$ cat config.mk
export PLATFORM = sky130hd
export DESIGN_NAME = pulse_swallow_div
export DESIGN_NICKNAME = d
export VERILOG_FILES = /design/src/rtl/pulse_swallow_div.sv
export SDC_FILE = /design/constraint.sdc
export NUM_CORES = 1
export LEC_CHECK = 0
export BUFFER_PORTS_ARGS = -buffer_cell sky130_fd_sc_hd__clkbuf_2
export CORE_MARGIN = 4
export CORE_UTILIZATION = 56
export CTS_CLUSTER_DIAMETER = 60
export DETAILED_ROUTE_END_ITERATION = 10
export PLACE_DENSITY = 0.87
export SKIP_CTS_REPAIR_TIMING = 1
export SLEW_MARGIN = 10
export SYNTH_ARGS = -nofsm -noshare
export SYNTH_HDL_FRONTEND = slang
export SYNTH_SLANG_ARGS = --single-unit
$ cat constraint.sdc
create_clock -name clk -period 2.8 [get_ports clk]
set_clock_uncertainty 0.05 [all_clocks]
set_input_delay 0.14 -clock clk [delete_from_list [all_inputs] [get_ports clk]]
set_output_delay 0.14 -clock clk [all_outputs]
set_load 0.02 [all_outputs]
$ cat src/rtl/pulse_swallow_div.sv
module pulse_swallow_div #(
  parameter int BW   = 13,
  parameter int AW   = 5,
  parameter int BMIN = 3
) (
  input  logic          clk,
  input  logic          rst,
  input  logic [BW-1:0] b_val,
  input  logic [AW-1:0] a_val,
  input  logic          mode_32,
  output logic          div_out,
  output logic          cfg_err
);
  localparam int KW = 3;
  localparam logic [KW-1:0] GRP_LAST_8  = KW'(1);
  localparam logic [KW-1:0] GRP_LAST_32 = KW'(7);

  logic [2:0]    core;
  logic [KW-1:0] grp;
  logic [AW-1:0] a_cnt;
  logic [BW-1:0] b_cnt;
  logic          mode_r;

  logic [KW-1:0] grp_last;
  logic          mc, last_grp, swallow, core_end, pre_tc, term, bad_in;

  assign grp_last = mode_r ? GRP_LAST_32 : GRP_LAST_8;
  assign mc       = (a_cnt != '0);
  assign last_grp = (grp == grp_last);
  assign swallow  = mc & last_grp;
  assign core_end = (core == (swallow ? 3'd4 : 3'd3));
  assign pre_tc   = core_end & last_grp;
  assign term     = pre_tc & (b_cnt <= BW'(1));
  assign bad_in   = (BW'(a_val) > b_val) | (b_val < BW'(BMIN));

  always_ff @(posedge clk) begin
    if (rst) begin
      core    <= '0;
      grp     <= '0;
      a_cnt   <= a_val;
      b_cnt   <= b_val;
      mode_r  <= mode_32;
      div_out <= 1'b0;
      cfg_err <= 1'b0;
    end else begin
      div_out <= term;
      core    <= core_end ? 3'd0 : core + 3'd1;
      if (core_end)
        grp <= last_grp ? '0 : grp + KW'(1);
      if (term) begin
        a_cnt   <= a_val;
        b_cnt   <= b_val;
        mode_r  <= mode_32;
        cfg_err <= cfg_err | bad_in;
      end else if (pre_tc) begin
        b_cnt <= b_cnt - BW'(1);
        if (mc)
          a_cnt <= a_cnt - AW'(1);
      end
    end
  end


  pulse_width_chk: assert property (@(posedge clk) disable iff (rst)
    div_out |=> !div_out);


  sticky_err_chk: assert property (@(posedge clk) disable iff (rst)
    cfg_err |=> cfg_err);


  cfg_hold_chk: assert property (@(posedge clk) disable iff (rst)
    !term |=> $stable(mode_r));


  b_step_chk: assert property (@(posedge clk) disable iff (rst)
    (pre_tc && !term) |=> (b_cnt == $past(b_cnt) - BW'(1)));


  a_hold_chk: assert property (@(posedge clk) disable iff (rst)
    (!term && !(pre_tc && mc)) |=> $stable(a_cnt));


  core_range_chk: assert property (@(posedge clk) disable iff (rst)
    core <= 3'd4);
endmodule

======== Word-level counts from Yosys, hierarchy flattened ========
Cells that the tools add are included.
operators by class
  muxes and demuxes ....................... 12
  equality and inequality tests ........... 2
  $add $sub $neg .......................... 4
  magnitude comparators ................... 3
  bitwise gates (word level) .............. 5
  reductions and logical operators ........ 6
operators by type and width
  operator                                                          count
  2-to-1 mux 13 bit                                                 3
  2-to-1 mux 5 bit                                                  4
  greater-than comparator 5 x 13 -> 1 bit                           1
  less-or-equal comparator 13 x 1 -> 1 bit (second input constant)  1
  less-than comparator 13 x 2 -> 1 bit (second input constant)      1
  subtractor 13 x 1 -> 13 bit (second input constant)               1
  2-to-1 mux 3 bit                                                  3
  adder 3 x 1 -> 3 bit (second input constant)                      2
  == test 3 bit                                                     2
  nonzero test 3 bit                                                2
  nonzero test 5 bit                                                1
  subtractor 5 x 1 -> 5 bit (second input constant)                 1
  bitwise AND 1 bit                                                 3
  2-to-1 mux 1 bit                                                  2
  OR 1 bit                                                          2
  AND reduction 2 bit                                               1
  nonzero test 2 bit                                                1
  OR reduction 2 bit                                                1
storage, ports and cells
  output and inout bits ................... 2
  logic and storage cells ................. 39
  bits of input ports ..................... 21
  flip-flop bits (word level) ............. 27

======== Longest topological paths before layout ========
  depth in word-level cells ............... 9
  depth in mapped cells ................... 8
  mapped depth without buffers ............ 7

======== Worst setup path after synthesis ========
OpenSTA, ideal clock, no wires.
  path type ............................... flip-flop to flip-flop
  from .................................... reg a_cnt[0]
  to ...................................... reg b_cnt[0] (data pin)
  arrival ................................. 1.977 ns
  required time ........................... 2.490 ns
  slack ................................... 0.513 ns
  library setup time ...................... 0.260 ns
  stages on the path, launching flop included .. 7
  path buffers ............................ 0
  period minus slack after synthesis ...... 2.287 ns
  path through ............................ edfxtp_1 inv_1 ha_1 nor4b_1 mux2_2 a41oi_4 mux2_2
on the way
  word-level cells in the longest chain between the ends .. 8
ends and longest elaborated chain
  element                 RTL line  RTL
  from (decl)             20        logic [AW-1:0] a_cnt;
  from (signal assigned)  40        a_cnt <= a_val;
  from (signal assigned)  51        a_cnt <= a_val;
  from (signal assigned)  58        a_cnt <= a_cnt - AW'(1);
  nonzero test 5 bit      28        assign mc = (a_cnt != '0);
  bitwise AND 1 bit       30        assign swallow = mc & last_grp;
  2-to-1 mux 3 bit        31        assign core_end = (core == (swallow ? 3'd4 : 3'd3));
  == test 3 bit           31
  bitwise AND 1 bit       32        assign pre_tc = core_end & last_grp;
  bitwise AND 1 bit       33        assign term = pre_tc & (b_cnt <= BW'(1));
  2-to-1 mux 13 bit       50        if (term) begin
  2-to-1 mux 13 bit       37        if (rst) begin
  to (signal assigned)    41        b_cnt <= b_val;
  to (signal assigned)    52        b_cnt <= b_val;
  to (signal assigned)    56        b_cnt <= b_cnt - BW'(1);
  to (decl)               21        logic [BW-1:0] b_cnt;
Every way passes these cells.
A chain may end at the register's enable or synchronous reset.

======== Worst setup path in the final report ========
  from .................................... reg a_cnt[0]
  to ...................................... reg b_cnt[6] (data pin)
Same word-level chain as after synthesis.

==> impl_metrics.ini <==
[setup_path]
critPathRequiredTime_ns = 2.83
end_kind = register
regToRegEndpoint = b_cnt[6]
startpoint = a_cnt[0]
max_stage_delay_ns = 0.51
reg2reg_depth = 7
crit_chain = inv_1, ha_1, nor4b_1, mux2_2, a41oi_4, buf_4, a31oi_1
slowest_stage = nor4b_1
rrSetupSlack_ns = 0.20
worstSetupStartpointType = register
cp.arrival_ns = 2.63
worstSetupPathType = reg2reg
timing.rr.start = a_cnt[0]
cp-endpoint = b_cnt[6]
cp_max_fo = 24

[yosys]
syn_avg_cell_area_um2 = 9.82
ys.flop_type = edfxtp_1
yosysSeqAreaShare = 0.443
yosys_warnings = 0
netlist_area_mm2 = 0.00165
ys_types = 43
syn-num-nets = 200
syn_inst = 168
synth_edf_count = 19
async_flop_share = 0
synth_seq_cells = 27

[power_and_ir_drop]
powerDensity_mw_per_mm2 = 437
p_leak_uw = 0.000738
vdd_drop_max_v = 0.000356

[detailed_routing]
drt_iter0_markers = 42
drc = 0
drtPass1Iterations = 4
detail_route.vias_per_cell = 5.76
ant_nets = 0
wl_per_cell_um = 14.2
vias = 1301
wl_um = 3220

[floorplan]
core_mm2 = 0.00278
num_io_pins = 23
die_h_um = 62.3
fp.dieW_um = 62.3
rows = 19
die-area_mm2 = 0.00388
start_util = 0.593

[sta]
setup_viol = 0
rsz0062_at_grt = no
finalSetupTns_ns = 0
finalHoldViolCount = 0
slew_headroom = 0.590
worst_pin_slew_ns = 0.607
fmax_ghz = 0.384
period_needed_ns = 2.60
min_period_over_period = 0.929
drv_slew = 0

[cts]
cts_tree = done
htree_levels = 1
clockBufferDepth = 2
cts_buffers = 3
clkTransAtPathRegs_ns = 0.15
cts.sinks = 27
root_buffer = clkbuf_4
clk_latency_ns = 0.32

[cells_and_area]
syn_to_final_growth_pct = 11.3
fin_area_mm2 = 0.00184
nets = 228
drive_gt1_frac = 0.185
final_common_cell = nor2_1
layout_common_cells = nor2_1, clkbuf_2, edfxtp_1
fillCellCount = 228
antenna_cells = 0

[place]
gp_congestion = 0.844
hpwl_um = 2590
portBuffers = 22
post_dp_cell_area_mm2 = 0.00180

[job]
cap_violations = 0

[global_routing]
grt-ovfl-total = 0
grt_max_degree = 25
antenna_found_initial = 0
met2_usage = 0.302
grt_pass1_wl_um = 5440
grt_pass1_vias = 1336
grt_use_total = 0.169
met3_usage = 0.0306
grt_busiest_layer = met2
use_met1 = 0.197

[hold_path]
hold_class = in2reg
min_from = rst

[outcome]
status = finished, final reports clean
flip-flops by register name, summed over array words and instances, names as in the netlist:
register  cells
a_cnt         5
b_cnt        13
cfg_err       1
core          3
div_out       1
grp           3
mode_r        1
how the worst min path moves through the flow:
stage	end	slack, ns	depth (start not counted)
final	grp[1]	0.01	2
after global routing	grp[1]	0.01	2
after CTS	mode_r	-0.08	1
after detailed placement	mode_r	0.27	1
after global placement	mode_r	0.27	1
after floorplan	grp[1]	0.16	1
per-stage QoR:
stage / util / hold WS [ns] / cells / setup slack, ns / total power [µW]
2_1_floorplan: - / 0.159 / 168 / 0.513 / 587
3_3_place_gp: 0.646 / 0.272 / 221 / 0.463 / 623
3_5_place_dp: 0.646 / 0.269 / 221 / 0.249 / 637
4_1_cts: 0.656 / -0.0815 / 225 / 0.212 / 803
5_1_grt: 0.660 / 0.0130 / 226 / 0.0736 / 846
6_report: 0.660 / 0.0105 / 226 / 0.199 / 802
report_power, final:
| group | leakage, µW | switching, µW | internal (µW) |
|---|---|---|---|
| Clock | 0.0000183 | 116 | 55.6 |
| Combinational | 0.000471 | 77.2 | 64.8 |
| Sequential | 0.000249 | 26.1 | 462 |
per-layer routing:
metal	up-vias	routed length, µm
met3	7	133
met4	0	81
met1	603	1400
met5	-	0
li1	657	-
met2	34	1610
area by class of cell:
type                    count  area [µm²]  share of cell area
clock buffers               3        22.5              0.0123
flip-flops and latches     27         731               0.398
inverters                  13        48.8              0.0266
clock inverters             1        6.26             0.00341
repair buffers             26         143              0.0777
multi-input cells         125         846               0.461
well taps                  31        38.8              0.0211
critical path, delay by kind of cell (launching register included):
| family | cells | cell delay [ns] |
|---|---|---|
| adder cells (fa/ha/maj) | 1 | 0.18 |
| buffers and inverters | 2 | 0.42 |
| AND/OR/NAND/NOR | 1 | 0.51 |
| flip-flops | 1 | 0.43 |
| multiplexers | 1 | 0.45 |
| AO/OA/AOI/OAI | 2 | 0.31 |
cell families (layout without fill, tap and decap cells):
kind of cell,count (synthesis),in the layout,synth area share
AND/OR/NAND/NOR,63,63,0.200
AO/OA/AOI/OAI,34,34,0.135
flip-flops,27,27,0.443
buffers and inverters,16,43,0.0440
XOR/XNOR,14,14,0.0744
adder cells (fa/ha/maj),11,11,0.0835
multiplexers,3,3,0.0197
Yosys cell counts, drive strengths merged (2+ instances only):
library cell  instances  area (µm²)
or4                   2        18.8
o21ai                 6        30.0
edfxtp               19         571
xnor2                 8        70.1
buf                   3        23.8
nand2                11        41.3
nor4                  3        40.0
nor2                 26        97.6
nand3                 4        20.0
xor2                  6        52.6
inv                  13        48.8
nand4                 3        18.8
dfxtp                 8         160
nand2b                2        12.5
nor2b                 2        12.5
nor3                  4        20.0
mux2                  2        22.5
a31oi                 2        12.5
ha                   11         138
a21oi                16        80.1
Power figures use the tool's default switching activity.
